===== config.mk =====
export PLATFORM = sky130hd
export DESIGN_NAME = mdio_mgr
export DESIGN_NICKNAME = d
export VERILOG_FILES = /design/src/rtl/mdio_mgr_pkg.sv /design/src/rtl/mdio_mgr_clkdiv.sv /design/src/rtl/mdio_mgr_engine.sv /design/src/rtl/mdio_mgr.sv
export SDC_FILE = /design/constraint.sdc
export NUM_CORES = 1
export LEC_CHECK = 0
export CAP_MARGIN = 5
export CELL_PAD_IN_SITES_DETAIL_PLACEMENT = 1
export CELL_PAD_IN_SITES_GLOBAL_PLACEMENT = 1
export CORE_MARGIN = 5
export CORE_UTILIZATION = 45
export CTS_CLUSTER_SIZE = 14
export DETAILED_ROUTE_END_ITERATION = 8
export GPL_ROUTABILITY_DRIVEN = 0
export PLACE_DENSITY_LB_ADDON = 0.1
export SLEW_MARGIN = 20
export SYNTH_ARGS = -nofsm -noshare
export SYNTH_HDL_FRONTEND = slang
export SYNTH_SLANG_ARGS = --single-unit

===== constraint.sdc =====
create_clock -name clk -period 10.7 [get_ports clk]
set_input_delay 3.21 -clock clk [delete_from_list [all_inputs] [get_ports clk]]
set_output_delay 3.21 -clock clk [all_outputs]
set_load 0.01 [all_outputs]

===== src/rtl/mdio_mgr_pkg.sv =====
`timescale 1ns/1ps
package mdio_mgr_pkg;
    localparam int BUS_W      = 32;
    localparam int DIV_CODE_W = 4;
    localparam int HALF_W     = 7;
    localparam int FIELD_W    = 5;
    localparam int DATA_W     = 16;
    localparam int PRE_BITS   = 32;
    localparam int BODY_BITS  = 32;

    localparam int OFS_CFG  = 'h00;
    localparam int OFS_CMD  = 'h04;
    localparam int OFS_ADR  = 'h08;
    localparam int OFS_WDAT = 'h0C;
    localparam int OFS_RDAT = 'h10;
    localparam int OFS_FLAG = 'h14;
    localparam int OFS_TBI  = 'h34;

    typedef enum logic [1:0] {
        ENG_IDLE     = 2'd0,
        ENG_PREAMBLE = 2'd1,
        ENG_BODY     = 2'd2
    } eng_state_e;

    // half of the serial clock period, in system clocks, per divider code
    function automatic logic [HALF_W-1:0] half_period(input logic [DIV_CODE_W-1:0] code);
        logic [HALF_W-1:0] h;
        case (code)
            4'd0:    h = 7'd1;
            4'd1:    h = 7'd2;
            4'd2:    h = 7'd3;
            4'd3:    h = 7'd4;
            4'd4:    h = 7'd5;
            4'd5:    h = 7'd7;
            4'd6:    h = 7'd10;
            4'd7:    h = 7'd14;
            4'd8:    h = 7'd8;
            4'd9:    h = 7'd16;
            4'd10:   h = 7'd24;
            4'd11:   h = 7'd32;
            4'd12:   h = 7'd40;
            4'd13:   h = 7'd56;
            4'd14:   h = 7'd80;
            default: h = 7'd112;
        endcase
        return h;
    endfunction
endpackage


===== src/rtl/mdio_mgr_clkdiv.sv =====
`timescale 1ns/1ps
module mdio_mgr_clkdiv
    import mdio_mgr_pkg::*;
(
    input  logic                  clk,
    input  logic                  rst_n,
    input  logic                  en,
    input  logic [DIV_CODE_W-1:0] code,
    output logic                  mdc,
    output logic                  rise,
    output logic                  fall
);
    logic [HALF_W-1:0] cnt_q;
    logic [HALF_W-1:0] half;
    logic              tc;

    always_comb begin
        half = half_period(code);
        tc   = en && (cnt_q >= half - 1'b1);
        rise = tc && !mdc;
        fall = tc && mdc;
    end

    always_ff @(posedge clk or negedge rst_n) begin
        if (!rst_n) begin
            cnt_q <= '0;
            mdc   <= 1'b0;
        end else if (!en) begin
            cnt_q <= '0;
            mdc   <= 1'b0;
        end else if (tc) begin
            cnt_q <= '0;
            mdc   <= ~mdc;
        end else begin
            cnt_q <= cnt_q + 1'b1;
        end
    end

    // the serial clock holds its level between terminal counts
    a_r2_hold_between_ticks: assert property (@(posedge clk) disable iff (!rst_n)
        (en && !rise && !fall) |=> $stable(mdc));
endmodule


===== src/rtl/mdio_mgr_engine.sv =====
`timescale 1ns/1ps
module mdio_mgr_engine
    import mdio_mgr_pkg::*;
(
    input  logic               clk,
    input  logic               rst_n,
    input  logic               abort,
    input  logic               start,
    input  logic               is_read,
    input  logic               no_pre,
    input  logic [FIELD_W-1:0] phy,
    input  logic [FIELD_W-1:0] regn,
    input  logic [DATA_W-1:0]  wdata,
    input  logic               rise,
    input  logic               fall,
    input  logic               mdio_i,
    output logic               active,
    output logic               mdio_o,
    output logic               mdio_oe,
    output logic               rd_done,
    output logic [DATA_W-1:0]  rd_data
);
    localparam int CNT_W  = $clog2(BODY_BITS);
    localparam int TA_POS = DATA_W + 1;

    eng_state_e             state_q;
    logic [CNT_W-1:0]       cnt_q;
    logic [BODY_BITS-1:0]   shift_q;
    logic                   rd_q;
    logic [DATA_W-1:0]      cap_q;

    // state register and datapath
    always_ff @(posedge clk or negedge rst_n) begin
        if (!rst_n) begin
            state_q <= ENG_IDLE;
            cnt_q   <= '0;
            shift_q <= '0;
            rd_q    <= 1'b0;
            cap_q   <= '0;
        end else if (abort) begin
            state_q <= ENG_IDLE;
        end else begin
            unique case (state_q)
                ENG_IDLE: begin
                    if (start) begin
                        shift_q <= {2'b01, (is_read ? 2'b10 : 2'b01), phy, regn,
                                    (is_read ? 2'b11 : 2'b10),
                                    (is_read ? {DATA_W{1'b1}} : wdata)};
                        rd_q    <= is_read;
                        cnt_q   <= no_pre ? CNT_W'(BODY_BITS - 1) : CNT_W'(PRE_BITS - 1);
                        state_q <= no_pre ? ENG_BODY : ENG_PREAMBLE;
                    end
                end
                ENG_PREAMBLE: begin
                    if (fall) begin
                        if (cnt_q == '0) begin
                            state_q <= ENG_BODY;
                            cnt_q   <= CNT_W'(BODY_BITS - 1);
                        end else begin
                            cnt_q <= cnt_q - 1'b1;
                        end
                    end
                end
                ENG_BODY: begin
                    if (rise && rd_q && cnt_q <= CNT_W'(DATA_W - 1))
                        cap_q <= {cap_q[DATA_W-2:0], mdio_i};
                    if (fall) begin
                        if (cnt_q == '0) begin
                            state_q <= ENG_IDLE;
                        end else begin
                            shift_q <= {shift_q[BODY_BITS-2:0], 1'b0};
                            cnt_q   <= cnt_q - 1'b1;
                        end
                    end
                end
                default: state_q <= ENG_IDLE;
            endcase
        end
    end

    // outputs
    always_comb begin
        active  = (state_q != ENG_IDLE);
        mdio_o  = 1'b0;
        mdio_oe = 1'b0;
        unique case (state_q)
            ENG_IDLE: begin
                mdio_o  = 1'b0;
                mdio_oe = 1'b0;
            end
            ENG_PREAMBLE: begin
                mdio_o  = 1'b1;
                mdio_oe = 1'b1;
            end
            ENG_BODY: begin
                mdio_o  = shift_q[BODY_BITS-1];
                mdio_oe = !(rd_q && cnt_q <= CNT_W'(TA_POS));
            end
            default: begin
                mdio_o  = 1'b0;
                mdio_oe = 1'b0;
            end
        endcase
        rd_done = (state_q == ENG_BODY) && fall && (cnt_q == '0) && rd_q && !abort;
        rd_data = cap_q;
    end

    // the output bit moves only on a falling edge of the serial clock
    a_r12_change_on_fall: assert property (@(posedge clk) disable iff (!rst_n)
        (active && $past(active) && !$past(fall) && !$past(abort)) |-> $stable(mdio_o));

    // every sampled read bit comes while the line is released
    a_r6_sample_released: assert property (@(posedge clk) disable iff (!rst_n)
        (rise && rd_q && state_q == ENG_BODY && cnt_q <= CNT_W'(DATA_W - 1)) |-> !mdio_oe);
endmodule


===== src/rtl/mdio_mgr.sv =====
`timescale 1ns/1ps
module mdio_mgr
    import mdio_mgr_pkg::*;
#(
    parameter int                 AW        = 8,
    parameter logic [FIELD_W-1:0] TBI_RESET = 5'h1F
) (
    input  logic             clk,
    input  logic             rst_n,
    input  logic [AW-1:0]    bus_addr,
    input  logic             bus_we,
    input  logic [BUS_W-1:0] bus_wdata,
    output logic [BUS_W-1:0] bus_rdata,
    output logic             mdc,
    output logic             mdio_o,
    output logic             mdio_oe,
    input  logic             mdio_i
);
    logic                  cfg_rst_q, cfg_nopre_q;
    logic [DIV_CODE_W-1:0] cfg_div_q;
    logic [1:0]            cmd_q;
    logic [FIELD_W-1:0]    phy_q, reg_q, tbi_q;
    logic [DATA_W-1:0]     wdat_q, rdat_q, eng_rdata;
    logic                  nv_q;
    logic                  hit_cfg, hit_cmd, hit_adr, hit_wdat, hit_tbi;
    logic                  write_req, read_req, scan_req, start, is_read;
    logic                  eng_active, eng_done, eng_abort, div_en, tick_rise, tick_fall;
    logic                  unused_bits;

    assign unused_bits = &{1'b0, bus_wdata[30:16]};

    always_comb begin
        hit_cfg   = bus_we && (bus_addr == AW'(OFS_CFG));
        hit_cmd   = bus_we && (bus_addr == AW'(OFS_CMD));
        hit_adr   = bus_we && (bus_addr == AW'(OFS_ADR));
        hit_wdat  = bus_we && (bus_addr == AW'(OFS_WDAT));
        hit_tbi   = bus_we && (bus_addr == AW'(OFS_TBI));
        write_req = hit_wdat && !eng_active && !cfg_rst_q;
        read_req  = hit_cmd && bus_wdata[0] && !cmd_q[0] && !eng_active && !cfg_rst_q;
        scan_req  = cmd_q[1] && !eng_active && !cfg_rst_q;
        start     = write_req || read_req || scan_req;
        is_read   = !write_req;
        eng_abort = cfg_rst_q;
        div_en    = eng_active && !eng_abort;
    end

    always_ff @(posedge clk or negedge rst_n) begin
        if (!rst_n) begin
            cfg_rst_q   <= 1'b0;
            cfg_nopre_q <= 1'b0;
            cfg_div_q   <= '0;
            cmd_q       <= '0;
            phy_q       <= '0;
            reg_q       <= '0;
            wdat_q      <= '0;
            rdat_q      <= '0;
            nv_q        <= 1'b0;
            tbi_q       <= TBI_RESET;
        end else begin
            if (hit_cfg) begin
                cfg_rst_q   <= bus_wdata[31];
                cfg_nopre_q <= bus_wdata[4];
                cfg_div_q   <= bus_wdata[DIV_CODE_W-1:0];
            end
            if (cfg_rst_q)    cmd_q <= '0;
            else if (hit_cmd) cmd_q <= bus_wdata[1:0];
            if (hit_adr) begin
                phy_q <= bus_wdata[8 +: FIELD_W];
                reg_q <= bus_wdata[0 +: FIELD_W];
            end
            if (hit_wdat) wdat_q <= bus_wdata[DATA_W-1:0];
            if (hit_tbi)  tbi_q  <= bus_wdata[FIELD_W-1:0];
            if (eng_done) rdat_q <= eng_rdata;
            if (cfg_rst_q || eng_done)  nv_q <= 1'b0;
            else if (start && is_read)  nv_q <= 1'b1;
        end
    end

    always_comb begin
        bus_rdata = '0;
        case (bus_addr)
            AW'(OFS_CFG):  bus_rdata = {cfg_rst_q, 26'd0, cfg_nopre_q, cfg_div_q};
            AW'(OFS_CMD):  bus_rdata = {30'd0, cmd_q};
            AW'(OFS_ADR):  bus_rdata = {19'd0, phy_q, 3'd0, reg_q};
            AW'(OFS_WDAT): bus_rdata = {16'd0, wdat_q};
            AW'(OFS_RDAT): bus_rdata = {16'd0, rdat_q};
            AW'(OFS_FLAG): bus_rdata = {29'd0, nv_q, cmd_q[1], eng_active};
            AW'(OFS_TBI):  bus_rdata = {27'd0, tbi_q};
            default:       bus_rdata = '0;
        endcase
    end

    mdio_mgr_clkdiv u_div (
        .clk  (clk),
        .rst_n(rst_n),
        .en   (div_en),
        .code (cfg_div_q),
        .mdc  (mdc),
        .rise (tick_rise),
        .fall (tick_fall)
    );

    mdio_mgr_engine u_eng (
        .clk    (clk),
        .rst_n  (rst_n),
        .abort  (eng_abort),
        .start  (start),
        .is_read(is_read),
        .no_pre (cfg_nopre_q),
        .phy    (phy_q),
        .regn   (reg_q),
        .wdata  (bus_wdata[DATA_W-1:0]),
        .rise   (tick_rise),
        .fall   (tick_fall),
        .mdio_i (mdio_i),
        .active (eng_active),
        .mdio_o (mdio_o),
        .mdio_oe(mdio_oe),
        .rd_done(eng_done),
        .rd_data(eng_rdata)
    );

    // not-valid only while a frame is running
    a_r7_nv_needs_frame: assert property (@(posedge clk) disable iff (!rst_n)
        nv_q |-> eng_active);

    // soft reset leaves the engine idle and the flag clear
    a_r10_soft_reset_idle: assert property (@(posedge clk) disable iff (!rst_n)
        cfg_rst_q |=> (!eng_active && !nv_q));

    // an accepted control write makes the block busy
    a_r4_write_busy: assert property (@(posedge clk) disable iff (!rst_n)
        write_req |=> eng_active);

    // the serial clock rests low whenever no frame runs
    a_r12_mdc_low_idle: assert property (@(posedge clk) disable iff (!rst_n)
        !eng_active |-> !mdc);
endmodule


# After elaboration in Yosys (flattened, before gate mapping)
# Memories as Yosys holds them, arrays and structs flattened.
# Cells that the tools add are included.
# classes
muxes,32
order_cmp,3
bitwise_logic,2
n_reduce_logical,47
n_eq_ne,18
n_addsub,3
# op_table
cell,n
32-bit one-hot mux with 7 select lines,1
32-bit 2-to-1 mux,3
32-bit one-hot mux with 2 select lines,1
1-bit logical AND,25
5-bit 2-to-1 mux,5
2-bit 2-to-1 mux,10
"8-bit by 4-bit == test with 1-bit output, second input constant",2
"8-bit by 5-bit == test with 1-bit output, second input constant",2
16-bit 2-to-1 mux,1
5-bit one-hot mux with 3 select lines,1
7-bit 2-to-1 mux,2
"3-bit by 2-bit inequality test with 1-bit output, second input constant",4
5-bit AND reduction,2
"8-bit by 3-bit == test with 1-bit output, second input constant",1
"8-bit by 6-bit == test with 1-bit output, second input constant",1
8-bit zero test,1
2-bit nonzero test,4
"7-bit by 1-bit adder with 7-bit output, second input constant",1
7-bit >= comparator,1
"7-bit by 1-bit subtractor with 7-bit output, second input constant",1
1-bit zero test,6
"2-bit inequality test, second input constant",3
2-bit one-hot mux with 3 select lines,1
3-bit AND reduction,2
other kinds (15),24
# word_totals
output_inout_bits,35
mem_count,1
romBits,112
inputBits,44
word_cells,123
ff_bits,120
# memory_table
name,depth,width,rd,rd_ports_with_merged_regs,write_ports,line_no,text
(no name shown),16,7,1,0,0,mdio_mgr_pkg.sv:28,case (code)

# Logic depth before layout (Yosys ltp)
# logic_depth
word_depth,11
depth_mapped,20
ltp_nobuf,17

# Hierarchy
# A second synthesis with hierarchy kept.
# hier_totals
hier_cells,579
area_unflattened_um2,6535.0
# by_module_without_submodules
mod,area_each_um2,cells_per_inst,seq_area_each_um2,n_inst
mdio_mgr_engine,2945.3,253,1401.3,1
mdio_mgr,2811.4,235,1407.6,1
mdio_mgr_clkdiv,778.2,91,200.2,1

# Worst setup path before layout
# Ideal clock, no wire load.
# synth_timing
path_type,in2out
from,input bus_addr[4]
to,output bus_rdata[10]
path_slack_ns,2.919
n_path_buf,2
t_required_ns,7.490
cell_stages,7
arrival_ns,4.571
cell_sequence,buf_6 -> nor4_4 -> nand2_1 -> nor2_1 -> clkbuf_1 -> a222oi_1 -> inv_1
# synth_via
elab_chain_len,2
elab_cells_between_ends,8
classes_between,eq/ne (6); mux (1); reduce/logical (1)
# synth_lines
element,line_no,text
from (decl),mdio_mgr.sv:10,"input logic [AW-1:0] bus_addr,"
8-bit by 6-bit == test with 1-bit output (tied with other cells),mdio_mgr.sv:81,case (bus_addr)
32-bit one-hot mux with 7 select lines (*),mdio_mgr.sv:81,
to (decl),mdio_mgr.sv:13,"output logic [BUS_W-1:0] bus_rdata,"
# Every way passes the cells marked *; elsewhere a longest branch is shown, timed or not.

# Final worst setup path
# layout_timing
from,input bus_addr[4]
to,output bus_rdata[8]
# Same word-level chain as after synthesis.

==> metrics <==
Final period util 89.5%; internal power 1100 µW; Synth Flop Type dfrtp_1; fillcell total 1469; dpl hpwl 11300 µm; fin. max-slew vios 0; GRT overflow 0; Pwr Density 229 nW/µm²; post-DR vias/cell 5.76; Hold Path Class flip-flop to flip-flop; Area growth, synth to finish 18.2%; Vias 4721; RSZ-0062 raised after global routing no; sw frac 35.4%; most common cell in the netlist dfrtp_1; Clock Power Share 35.0%; Comb pwr share 29.3%; die height 128 µm; setup tns final 0 ps; die area 16500 µm²; ranking of synthesized cells by area dfrtp_1 46%, mux2_2 13%, o21ai_0 5.0%, ha_1 3.4%, mux2i_1 2.9%; f_max 104 MHz; Synth async-reset ratio 100%; YS warnings 0; first-pass GRT wire length 27200 µm; status finished clean; DRC viols 0; root buffer cell clkbuf_16; Post-Syn Area per Cell 10.7 µm²; clk slew on worst S/H paths 60 ps; Setup Crit Path Kind primary input to output pin; Detailed Route Iter0 Violations 303; Yosys top cell by area dfrtp_1; distinct cell type count after synthesis 65; TritonCTS clock tree yes; largest net degree at the start of global routing 80; starting density of the core 45.6%; wire length per cell 19.9 µm; core footprint 13800 µm²; skew final 8.57 ps; total power 1700 µW; CTS sink count 120; io pins 79; arrival time of the worst setup path 6370 ps; Pre-antenna DRT Iters 6; clk buf depth 2; Finish-stage setup viols 0; diodes inserted 0; H-tree depth 4; Port Buf Inserts 48; TritonCTS Buffers 17; Worst-Margin Slew 1020 ps; crit-path cells clkdlybuf4s50_1, nor4_4, nand2_1, nor2_1, a222oi_1, inv_1, clkdlybuf4s50_1; final hold violation count 0; Post-synth EDFFs 0; initial antenna violation count 0; Mapped Cells 589; commonest cells in the netlist 115 x dfrtp_1, 70 x mux2_2, 63 x o21ai_0, 43 x nor2_1, 25 x clkbuf_1; GR Util All Layers 20.9%; Leak 0.00334 µW; post-CTS sizing 0; critical path required time 7490 ps; max cap viols 0; DRT Wirelength 16300 µm; share of power burned in registers 35.7%; CP max stage delay 760 ps; CP dominant cell by count clkdlybuf4s50_1; Die Wd 128 µm; vias in the first global route 5098; hold_buf cts 0; Worst Path Max Fanout 11; critical path endpoint category output pin; Final ANT Viol Nets 0; Core Rows 43; final net count 687; relative slew slack 32.0%; CP max-delay cell nor2_1; Clock Latency Late Sink 420 ps; proportion of layout cells with a drive suffix above 1 20.2%; synthesized flop and latch total 120; Yosys top cell area share 45.7%; NetSw 603 µW; Worst Setup Start Kind primary input; Seq/Total Area, Yosys 47.8%; Setup Buffers After CTS 0; Peak VDD IR 0.130 mV; fin crit period 9580 ps; Mapped Area 6300 µm²
area by class of cell:
| type | count | area [µm²] | share of cell area (%) |
|---|---|---|---|
| clock buffer | 17 | 425 | 5.71 |
| clock inverter | 15 | 193 | 2.59 |
| inverter | 24 | 90.1 | 1.21 |
| multi-input combinational | 411 | 2990 | 40.2 |
| sequential | 120 | 3010 | 40.4 |
| tap | 180 | 225 | 3.02 |
| timing repair buffer | 52 | 512 | 6.87 |
worst paths after layout:
kind                                        from           endpoint  slack [ps]  cells past startpoint
worst min-delay path            u_eng.shift_q[0]   u_eng.shift_q[0]         490                      1
worst max-delay path                 bus_addr[4]       bus_rdata[8]        1120                      7
worst min register to register  u_eng.shift_q[0]   u_eng.shift_q[0]         490                      1
worst max register to register      cfg_div_q[1]   u_eng.shift_q[9]        5310                     18
max in group asynchronous                  rst_n  u_eng.shift_q[29]        6800                      2
min in group asynchronous                  rst_n           cmd_q[1]        2780                      1
metrics by stage:
stage                     area, µm²  hold WS, ps  setup slack, ps  util [%]  cells
final                          7450          492             1120      53.9    819
after global routing           7450          519              975      53.9    819
after CTS                      7440          496             1120      53.8    819
after detailed placement       6820          478             1150      49.4    787
after global placement         6820          480             1220      49.4    787
after floorplan                6350          447             2920         -    603
power groups by stage:
stage	registers (µW)	clock network, µW	logic (µW)
final	608	595	499
after global routing	619	629	559
after CTS	608	605	501
after detailed placement	614	0	495
after global placement	610	0	477
after floorplan	591	0	384
sequential cells by signal, summed over array words and instances, names as in the netlist:
name / flops
phy_q: 5
rdat_q: 16
cfg_rst_q: 1
wdat_q: 16
reg_q: 5
nv_q: 1
u_eng.state_q: 2
u_div.mdc: 1
u_eng.shift_q: 32
u_eng.rd_q: 1
u_div.cnt_q: 7
u_eng.rd_data: 16
tbi_q: 5
u_eng.cnt_q: 5
cfg_div_q: 4
cmd_q: 2
cfg_nopre_q: 1
worst max-delay path: cells and delay by family:
kind            cells  cell delay, ps
compound gates      1             280
simple gates        3            1540
buf+inv             3            1330
layout by cell type, fill, tap and decap left out, types with 4 or more instances in the layout:
| cell | instances |
|---|---|
| a22oi_1 | 4 |
| or3_1 | 4 |
| a22o_1 | 8 |
| mux2i_1 | 18 |
| nand2_2 | 4 |
| conb_1 | 15 |
| clkbuf_16 | 17 |
| mux2_2 | 70 |
| xnor2_1 | 5 |
| nor3_1 | 8 |
| nand2_1 | 23 |
| buf_4 | 4 |
| o21ai_0 | 63 |
| nor2_1 | 43 |
| ha_1 | 17 |
| a222oi_1 | 5 |
| clkinvlp_4 | 4 |
| a21oi_1 | 23 |
| dfrtp_1 | 115 |
| clkinv_4 | 4 |
| o22ai_1 | 15 |
| nand3_1 | 11 |
| clkdlybuf4s50_1 | 47 |
| inv_1 | 24 |
| dfstp_2 | 5 |
| o21ai_1 | 7 |
kinds of logic after synthesis:
logic type / share of synthesized area [%]
simple gates: 10.5
flops: 47.8
other cells: 0.0595
mux: 15.4
fa+ha+maj: 3.38
compound gates: 16.3
xor+xnor: 0.973
buf+inv: 5.70
metal layers:
layer | wire, µm | vias up | GRT usage [%]
met2 | 8310 | 105 | 35.6
met1 | 7090 | 2395 | 26.7
met3 | 524 | 29 | 3.90
met5 | 0 | - | 0
met4 | 339 | 0 | 7.49
li1 | - | 2192 | -
No activity file was read; power rests on OpenSTA's default activity.
